<file path="config.mk">
export PLATFORM = sky130hd
export DESIGN_NAME = wr_unlock_filter
export DESIGN_NICKNAME = d
export VERILOG_FILES = /design/src/rtl/wuf_pkg.sv /design/src/rtl/wuf_seq_match.sv /design/src/rtl/wuf_hold_queue.sv /design/src/rtl/wuf_window_timer.sv /design/src/rtl/wr_unlock_filter.sv
export SDC_FILE = /design/constraint.sdc
export NUM_CORES = 1
export LEC_CHECK = 0
export CAP_MARGIN = 20
export CORE_ASPECT_RATIO = 2
export CORE_MARGIN = 3
export CORE_UTILIZATION = 55
export CTS_CLUSTER_DIAMETER = 30
export DETAILED_ROUTE_END_ITERATION = 12
export PLACE_DENSITY = 0.78
export SYNTH_ARGS = -nofsm -noshare
export SYNTH_HDL_FRONTEND = slang
export SYNTH_SLANG_ARGS = --single-unit
</file>
<file path="constraint.sdc">
create_clock -name clk -period 12.4 [get_ports clk]
set_input_delay 1.24 -clock clk [delete_from_list [all_inputs] [get_ports clk]]
set_output_delay 1.24 -clock clk [all_outputs]
set_load 0.02 [all_outputs]
</file>
<file path="src/rtl/wuf_pkg.sv">
package wuf_pkg;
  localparam int ADDR_W = 13;
  localparam int DATA_W = 8;

  localparam logic [ADDR_W-1:0] CMD_ADDR_P = 13'h1555;
  localparam logic [ADDR_W-1:0] CMD_ADDR_Q = 13'h0AAA;
  localparam logic [DATA_W-1:0] KEY_HI     = 8'hAA;
  localparam logic [DATA_W-1:0] KEY_LO     = 8'h55;
  localparam logic [DATA_W-1:0] ARM_BYTE   = 8'hA0;
  localparam logic [DATA_W-1:0] ESC_BYTE   = 8'h80;
  localparam logic [DATA_W-1:0] CLR_BYTE   = 8'h20;

  localparam int SEQ_LONG = 6;
  localparam int STEP_W   = $clog2(SEQ_LONG);

  typedef struct packed {
    logic [ADDR_W-1:0] addr;
    logic [DATA_W-1:0] data;
  } beat_t;

  typedef enum logic [1:0] {
    V_MISS  = 2'd0,
    V_STEP  = 2'd1,
    V_ARM   = 2'd2,
    V_CLEAR = 2'd3
  } verdict_e;
endpackage

</file>
<file path="src/rtl/wuf_seq_match.sv">
module wuf_seq_match
  import wuf_pkg::*;
(
  input  logic [STEP_W-1:0] step,
  input  beat_t             beat,
  output verdict_e          verdict
);
  logic at_p, at_q;

  assign at_p = (beat.addr == CMD_ADDR_P);
  assign at_q = (beat.addr == CMD_ADDR_Q);

  always_comb begin
    verdict = V_MISS;
    case (step)
      STEP_W'(0): if (at_p && beat.data == KEY_HI) verdict = V_STEP;
      STEP_W'(1): if (at_q && beat.data == KEY_LO) verdict = V_STEP;
      STEP_W'(2): begin
        if (at_p && beat.data == ARM_BYTE)      verdict = V_ARM;
        else if (at_p && beat.data == ESC_BYTE) verdict = V_STEP;
      end
      STEP_W'(3): if (at_p && beat.data == KEY_HI)   verdict = V_STEP;
      STEP_W'(4): if (at_q && beat.data == KEY_LO)   verdict = V_STEP;
      STEP_W'(5): if (at_p && beat.data == CLR_BYTE) verdict = V_CLEAR;
      default:    verdict = V_MISS;
    endcase
  end
endmodule

</file>
<file path="src/rtl/wuf_hold_queue.sv">
module wuf_hold_queue
  import wuf_pkg::*;
#(
  parameter int DEPTH = 6
) (
  input  logic  clk,
  input  logic  rst_n,
  input  logic  push,
  input  beat_t push_beat,
  input  logic  flush,
  input  logic  release_i,
  input  logic  out_ready,
  output logic  out_valid,
  output beat_t out_beat,
  output logic  busy
);
  localparam int IW = $clog2(DEPTH);
  localparam int CW = $clog2(DEPTH + 1);

  beat_t         mem [DEPTH];
  logic [CW-1:0] cnt;
  logic [CW-1:0] rd;
  logic          draining;
  logic          take;
  logic          room;

  assign room      = (cnt < CW'(DEPTH));
  assign take      = draining && out_ready;
  assign out_valid = draining;
  assign out_beat  = mem[rd[IW-1:0]];
  assign busy      = draining;

  always_ff @(posedge clk) begin
    if (push && room) mem[cnt[IW-1:0]] <= push_beat;
  end

  always_ff @(posedge clk) begin
    if (!rst_n || flush) begin
      cnt      <= '0;
      rd       <= '0;
      draining <= 1'b0;
    end else begin
      if (push && room) cnt <= cnt + CW'(1);
      if (release_i) draining <= 1'b1;
      if (take) begin
        if (rd == cnt - CW'(1)) begin
          cnt      <= '0;
          rd       <= '0;
          draining <= 1'b0;
        end else begin
          rd <= rd + CW'(1);
        end
      end
    end
  end
endmodule

</file>
<file path="src/rtl/wuf_window_timer.sv">
module wuf_window_timer #(
  parameter int LIMIT = 40
) (
  input  logic clk,
  input  logic rst_n,
  input  logic kick,
  output logic expire
);
  localparam int TW = $clog2(LIMIT + 1);

  logic [TW-1:0] tcnt;

  assign expire = !kick && (tcnt == TW'(LIMIT - 1));

  always_ff @(posedge clk) begin
    if (!rst_n || kick)          tcnt <= '0;
    else if (tcnt != TW'(LIMIT)) tcnt <= tcnt + TW'(1);
  end
endmodule

</file>
<file path="src/rtl/wr_unlock_filter.sv">
module wr_unlock_filter
  import wuf_pkg::*;
#(
  parameter int LOAD_WINDOW = 40
) (
  input  logic              clk,
  input  logic              rst_n,
  input  logic              wr_valid,
  output logic              wr_ready,
  input  logic [ADDR_W-1:0] wr_addr,
  input  logic [DATA_W-1:0] wr_data,
  output logic              fw_valid,
  input  logic              fw_ready,
  output logic [ADDR_W-1:0] fw_addr,
  output logic [DATA_W-1:0] fw_data,
  output logic              prot_on,
  output logic              seq_err
);
  localparam int QDEPTH = SEQ_LONG;

  logic [STEP_W-1:0] step_q, step_d;
  logic              prot_q, prot_d;
  logic              grant_q, grant_d;
  logic              err_q, err_d;
  logic              q_push, q_flush, q_release, q_busy;
  logic              accept, expire, permit;
  beat_t             beat_in, beat_out;
  verdict_e          verdict;

  assign beat_in  = '{addr: wr_addr, data: wr_data};
  assign wr_ready = !q_busy;
  assign accept   = wr_valid && wr_ready;
  assign permit   = !prot_q || grant_q;

  wuf_seq_match match_i (
    .step    (step_q),
    .beat    (beat_in),
    .verdict (verdict)
  );

  wuf_window_timer #(.LIMIT(LOAD_WINDOW)) timer_i (
    .clk    (clk),
    .rst_n  (rst_n),
    .kick   (accept),
    .expire (expire)
  );

  wuf_hold_queue #(.DEPTH(QDEPTH)) queue_i (
    .clk       (clk),
    .rst_n     (rst_n),
    .push      (q_push),
    .push_beat (beat_in),
    .flush     (q_flush),
    .release_i (q_release),
    .out_ready (fw_ready),
    .out_valid (fw_valid),
    .out_beat  (beat_out),
    .busy      (q_busy)
  );

  always_comb begin
    q_push    = 1'b0;
    q_flush   = 1'b0;
    q_release = 1'b0;
    step_d    = step_q;
    prot_d    = prot_q;
    grant_d   = grant_q;
    err_d     = 1'b0;
    if (accept) begin
      case (verdict)
        V_STEP: begin
          q_push = 1'b1;
          step_d = step_q + STEP_W'(1);
        end
        V_ARM: begin
          q_flush = 1'b1;
          step_d  = '0;
          prot_d  = 1'b1;
          grant_d = 1'b1;
        end
        V_CLEAR: begin
          q_flush = 1'b1;
          step_d  = '0;
          prot_d  = 1'b0;
          grant_d = 1'b0;
        end
        default: begin
          step_d = '0;
          err_d  = (step_q != '0);
          if (permit) begin
            q_push    = 1'b1;
            q_release = 1'b1;
          end else begin
            q_flush = 1'b1;
          end
        end
      endcase
    end else if (expire) begin
      grant_d = 1'b0;
      if (step_q != '0) begin
        step_d = '0;
        err_d  = 1'b1;
        if (permit) q_release = 1'b1;
        else        q_flush   = 1'b1;
      end
    end
  end

  always_ff @(posedge clk) begin
    if (!rst_n) begin
      step_q  <= '0;
      prot_q  <= 1'b0;
      grant_q <= 1'b0;
      err_q   <= 1'b0;
    end else begin
      step_q  <= step_d;
      prot_q  <= prot_d;
      grant_q <= grant_d;
      err_q   <= err_d;
    end
  end

  assign fw_addr = beat_out.addr;
  assign fw_data = beat_out.data;
  assign prot_on = prot_q;
  assign seq_err = err_q;
endmodule

</file>
# --- Yosys cells after proc, flatten, opt, wreduce, memory -nomap -nowiden ---
# Memories as Yosys holds them, arrays and structs flattened. A register that Yosys moved wholly into a read port is not among the register bits.
# Index checks and enable logic that the tools add are counted.
word_totals:
  reg_bits: 19
  ram_bits: 126
  inputBits: 25
  output_inout_bits: 25
  wordCells: 102
  memories: 1
op_classes:
  addsub: 5
  n_lt_le_gt_ge: 1
  eq_ne: 19
  mux: 40
  n_reduce_logical: 28
memory_table:
  columns: ["memory", "depth", "width", "read_ports", "rd_clocked_by_memory_dff", "write_ports", "line_no", "source"]
  rows:
  - ["queue_i.mem", 6, 21, 1, 1, 1, "wuf_hold_queue.sv:20", "beat_t mem [DEPTH];"]
ops:
  columns: ["operator", "count"]
  rows:
  - ["3-bit 2-to-1 mux", 10]
  - ["8-bit equality test, second input constant", 3]
  - ["1-bit 2-to-1 mux", 24]
  - ["13-bit by 12-bit equality test with 1-bit output, second input constant", 1]
  - ["13-bit equality test, second input constant", 1]
  - ["3-bit by 1-bit adder with 3-bit output, second input constant", 3]
  - ["1-bit logical AND", 9]
  - ["8-bit by 6-bit equality test with 1-bit output, second input constant", 1]
  - ["8-bit by 7-bit equality test with 1-bit output, second input constant", 1]
  - ["2-bit case mux with 4 select lines", 1]
  - ["6-bit by 1-bit adder with 6-bit output, second input constant", 1]
  - ["3-bit by 2-bit equality test with 1-bit output, second input constant", 2]
  - ["3-bit equality test, second input constant", 2]
  - ["6-bit equality test, second input constant", 1]
  - ["6-bit != test, second input constant", 1]
  - ["1-bit case mux with 2 select lines", 3]
  - ["2-bit AND reduction", 3]
  - ["2-bit nonzero test", 3]
  - ["2-bit OR reduction", 3]
  - ["2-bit equality test, second input constant", 2]
  - ["1-bit zero test", 4]
  - ["2-bit 2-to-1 mux", 2]
  - ["3-bit by 1-bit equality test with 1-bit output, second input constant", 1]
  - ["3-bit equality test", 1]
  - ["other kinds (8)", 10]

# --- Logic depth before layout (Yosys ltp) ---
logic_depth:
  ltp_word: 13
  ltp_mapped: 8

# --- By module ---
# A second synthesis with hierarchy kept.
unflattened:
  hier_cells: 356
  area_unflattened_um2: 6266.0
modules_own_cells:
  columns: ["module", "instances", "cells_each", "area_per_inst_um2"]
  rows:
  - ["wuf_hold_queue", 1, 249, 5306.3]
  - ["wr_unlock_filter", 1, 44, 414.1]
  - ["wuf_window_timer", 1, 33, 307.8]
  - ["wuf_seq_match", 1, 30, 237.7]

# --- Worst setup path after synthesis ---
# No wires, ideal clock.
synth_timing:
  kind: "input port to flip-flop"
  startpoint: "in wr_addr[4]"
  endpoint: "mem queue_i.mem[2][0] (netlist bit), enable pin"
  setup_time_ns: 0.453
  t_arrival_ns: 4.353
  t_required_ns: 11.947
  path_slack_ns: 7.594
  path_stages: 6
  path_buffers: 0
  path_cell_list: "and4bb_1 -> o2111ai_1 -> nor4_4 -> nor3b_1 -> nand2b_1 -> nor4_1"
synth_between:
  elab_chain_len: 12
  word_cells_on_any_way: 22
  classes_between: "eq/ne (5); mux (10); reduce/logical (7)"
synth_rtl:
  columns: ["element", "line_no", "source"]
  rows:
  - ["start: declaration", "wr_unlock_filter.sv:10", "input logic [ADDR_W-1:0] wr_addr,"]
  - ["13-bit equality test", "wuf_seq_match.sv:10", "assign at_p = (beat.addr == CMD_ADDR_P);"]
  - ["1-bit logical AND", "wuf_seq_match.sv:20", "else if (at_p && beat.data == ESC_BYTE) verdict = V_STEP;"]
  - ["1-bit 2-to-1 mux", "wuf_seq_match.sv:20", null]
  - ["2-bit 2-to-1 mux", "wuf_seq_match.sv:19", "if (at_p && beat.data == ARM_BYTE) verdict = V_ARM;"]
  - ["2-bit case mux with 4 select lines (*)", "wuf_seq_match.sv:15", "case (step)"]
  - ["2-bit equality test", "wr_unlock_filter.sv:70", "case (verdict)"]
  - ["2-bit OR reduction (no source line)", null, null]
  - ["1-bit case mux with 2 select lines (*)", "wr_unlock_filter.sv:70", null]
  - ["1-bit 2-to-1 mux (*)", "wr_unlock_filter.sv:69", "if (accept) begin"]
  - ["1-bit logical AND (*)", "wuf_hold_queue.sv:34", "if (push && room) mem[cnt[IW-1:0]] <= push_beat;"]
  - ["1-bit 2-to-1 mux (*)", "wuf_hold_queue.sv:34", null]
  - ["1-bit 2-to-1 mux (implied by the code) (*)", "wuf_hold_queue.sv:34", null]
  - ["end: declaration", "wuf_hold_queue.sv:20", null]
# Mark *: on every way between the ends. The rest lies on a longest branch, timed or not.

# --- Worst setup path in the final report ---
layout_timing:
  startpoint: "in wr_data[5]"
  endpoint: "mem queue_i.mem[2][11] (netlist bit), enable pin"
layout_between:
  elab_chain_len: 12
  word_cells_on_any_way: 25
  classes_between: "eq/ne (8); mux (10); reduce/logical (7)"
layout_rtl:
  columns: ["element", "line_no", "source"]
  rows:
  - ["start: declaration", "wr_unlock_filter.sv:11", "input logic [DATA_W-1:0] wr_data,"]
  - ["8-bit equality test", "wuf_seq_match.sv:20", null]
  - ["1-bit logical AND", "wuf_seq_match.sv:20", null]
  - ["1-bit 2-to-1 mux", "wuf_seq_match.sv:20", null]
  - ["2-bit 2-to-1 mux", "wuf_seq_match.sv:19", null]
  - ["2-bit case mux with 4 select lines (*)", "wuf_seq_match.sv:15", null]
  - ["2-bit equality test", "wr_unlock_filter.sv:70", null]
  - ["2-bit OR reduction (no source line)", null, null]
  - ["1-bit case mux with 2 select lines (*)", "wr_unlock_filter.sv:70", null]
  - ["1-bit 2-to-1 mux (*)", "wr_unlock_filter.sv:69", null]
  - ["1-bit logical AND (*)", "wuf_hold_queue.sv:34", null]
  - ["1-bit 2-to-1 mux (*)", "wuf_hold_queue.sv:34", null]
  - ["1-bit 2-to-1 mux (implied by the code) (*)", "wuf_hold_queue.sv:34", null]
# Marked as above.

==> metrics.md <==
| Metric | Value |
|---|---|
| EDFF count, synth | 126 |
| Area Overhead vs Synth | 22.1% |
| Slew @ Worst Pin | 1.02 ns |
| Skew final | 0.00640 ns |
| Ys flop type | edfxtp_1 |
| Syn_nets | 418 |
| Setup tns final | 0 ns |
| GRT overflow | 0 |
| Fmax | 236 MHz |
| Die Ht | 154 µm |
| CTS tree | built |
| DRT Pass-1 Iters | 5 |
| Skew-Pair Late Insertion Delay | 0.42 ns |
| Clock sinks | 148 |
| Gr usage total | 21.6% |
| PostCTS Resize Cnt | 0 |
| RR Startpoint | step_q[0]$_SDFFE_PN0P_ |
| Starting Density | 57.1% |
| Critical path arrival | 4.34 ns |
| Cell Rows | 53 |
| First-pass GRT wire length | 19300 µm |
| Via count | 3476 |
| Final hold viol count | 0 |
| Chip width | 80.2 µm |
| Largest net degree at the start of global routing | 43 |
| N_diodes | 0 |
| Total Nets Final | 481 |
| Critical R2R Capture | queue_i.mem[2][11]$_DFFE_PP_ |
| Vias in the first global route | 3553 |
| Final Non-Filler Cells | 596 |
| Slew HR | 31.6% |
| WL/cell | 20.4 µm |
| Initial DRC Count | 296 |
| MaxCap Viol Count | 0 |
| Max clock buf depth | 2 |
| Core area | 0.0106 mm² |
| Fin. max-slew vios | 0 |
| Routed vias/inst | 5.83 |
| Post-CTS setup buffers | 0 |
| Status | finished, final reports clean |
| Reg clk slew, reported paths | 0.06 ns |
| Synth warnings | 0 |
| Final worst-path cycle share | 34.1% |
| Die area | 0.0124 mm² |
| CP startpoint kind | input pin |
| Synthesized cell area | 0.00606 mm² |
| Post-route design area | 0.00740 mm² |
| Placer Congestion | 0.783 |
| Hold WC Path Type | flop to flop |
| Fin crit period | 4.23 ns |
| ANT nets after route | 0 |
| Final WL | 12200 µm |
| Reg2reg path depth | 9 |
| Hold path cells | 2 |
| Setup violations, final | 0 |
| Hold Startpoint | prot_on$_SDFFE_PN0P_ |
| Endpoint class of the critical path | flop |
| Worst endpoint required time | 12.51 ns |
| DRC viols | 0 |
| Mean Syn Cell Area | 15.8 µm² |
| Initial antenna violation count | 0 |
| Root Driver | clkbuf_16 |
| Synth Register Bits | 148 |
| Synth cell types | 46 |
| Register-to-Register Setup Slack | 9.18 ns |
| Inst Count DP | 564 |
| P per Cell Area | 160 mW/mm² |
| Commonest non-fill, non-tap cell in the layout | edfxtp_1 |
| Share of layout cells above drive strength 1 | 15.9% |
| Crit-path max FO | 14 |
| Post-DP HPWL | 7360 µm |
| Peak VDD IR | 0.110 mV |
| Leak Pwr | 2.42 nW |
| CTS Hold Buffers Added | 0 |
| FFs w/ async S/R, synth | 0% |
| RSZ-0062 raised after global routing | false |
| Setup CP Type | input pin to flop |
| Cells after Synth | 383 |
| Number of port buffers | 49 |
| Register area share after synthesis | 69.7% |
| Most frequent cells in the layout | edfxtp_1 (126), clkdlybuf4s50_1 (49), nor2_1 (31) |
| CTS H-tree lvls | 4 |
| DP Area | 0.00676 mm² |
| CTS Buf Count | 17 |
| Top Ports | 50 |
| Worst Hold Endpoint | prot_on$_SDFFE_PN0P_ |
-- cells by family after synthesis --
family                   after synthesis  share of synthesized area (%)
multiplexers                          44                           11.6
XOR/XNOR                              11                           1.59
flip-flops                           148                           69.7
adder cells (fa/ha/maj)               10                           2.06
AND/OR/NAND/NOR                       99                           8.57
AO/OA/AOI/OAI                         49                           5.00
buffers and inverters                 22                           1.47
-- cell usage after synthesis (all sizes together), types with 2 or more instances --
cell / n / share of area, %
nand2: 22 / 1.4
xnor2: 7 / 1.0
nand2b: 4 / 0.41
mux2i: 22 / 3.6
nor4: 6 / 0.87
dfxtp: 22 / 7.3
nand3: 5 / 0.41
o211ai: 3 / 0.37
a21boi: 3 / 0.37
inv: 9 / 0.56
buf: 6 / 0.47
clkbuf: 7 / 0.43
a21o: 2 / 0.25
nand4: 4 / 0.41
nor3b: 3 / 0.37
and3b: 2 / 0.29
mux4: 21 / 7.8
nor3: 9 / 0.74
or3: 2 / 0.21
a21oi: 27 / 2.2
nor2b: 3 / 0.31
o21ai: 3 / 0.25
edfxtp: 126 / 62
ha: 10 / 2.1
xor2: 4 / 0.58
and4bb: 3 / 0.62
nor2: 32 / 2.0
a31oi: 3 / 0.31
-- where the power goes --
| group | leakage (nW) | internal (mW) | switching [mW] |
|---|---|---|---|
| clock | 0.313 | 0.325 | 0.206 |
| combinational | 0.779 | 0.0440 | 0.0508 |
| sequential | 1.32 | 0.553 | 0.00598 |
-- cell type report --
| type | instances | area [µm²] |
|---|---|---|
| clock inverter | 9 | 72.6 |
| clock buffer | 23 | 564 |
| fill | 687 | 3210 |
| sequential | 148 | 4230 |
| timing repair buffer | 57 | 551 |
| tap | 137 | 171 |
| multi-input combinational | 213 | 1780 |
| inverter | 9 | 33.8 |
-- worst max-delay path: stages --
cell and delay (ns):
clkdlybuf4s50_1 0.61, nor3b_1 0.39, a22oi_1 0.17, a211oi_2 0.32, nor3b_1 0.13, nand2b_1 0.30, nor4_2 0.78, buf_4 0.38
-- per-layer routing --
| metal | vias to the layer above | track usage [%] | share of wire, % |
|---|---|---|---|
| met1 | 1746 | 24.7 | 37 |
| met2 | 93 | 37.7 | 56 |
| li1 | 1610 | - | - |
| met3 | 27 | 6.18 | 3.9 |
| met5 | - | 0 | 0 |
| met4 | 0 | 8.30 | 2.4 |
-- metrics by stage --
stage	hold WS [ns]	worst slack [ns]	total power [mW]	util (%)
after global routing	0.532	7.84	1.22	69.8
final	0.505	8.17	1.18	69.8
after CTS	0.513	8.13	1.19	69.8
after floorplan	0.474	7.59	0.620	-
after global placement	0.479	7.84	0.661	63.7
after detailed placement	0.504	7.78	0.664	63.7
-- flip-flops by register name, indices dropped and copies added, names as in the netlist, named ones only --
signal	count
queue_i.cnt	3
prot_on	1
queue_i.rd	3
queue_i.busy	1
timer_i.tcnt	6
queue_i.mem	126
seq_err	1
step_q	3
grant_q	1
-- worst max path at each step --
stage | from | to
finish | wr_data[5] | queue_i.mem[2][11]$_DFFE_PP_
floorplan | wr_addr[4] | queue_i.mem[2][0]$_DFFE_PP_
global placement | wr_data[5] | queue_i.mem[3][6]$_DFFE_PP_
CTS | wr_data[5] | queue_i.mem[2][5]$_DFFE_PP_
global route | wr_data[5] | queue_i.mem[2][3]$_DFFE_PP_
detailed placement | wr_data[5] | queue_i.mem[3][6]$_DFFE_PP_
Power figures use the tool's default switching activity.
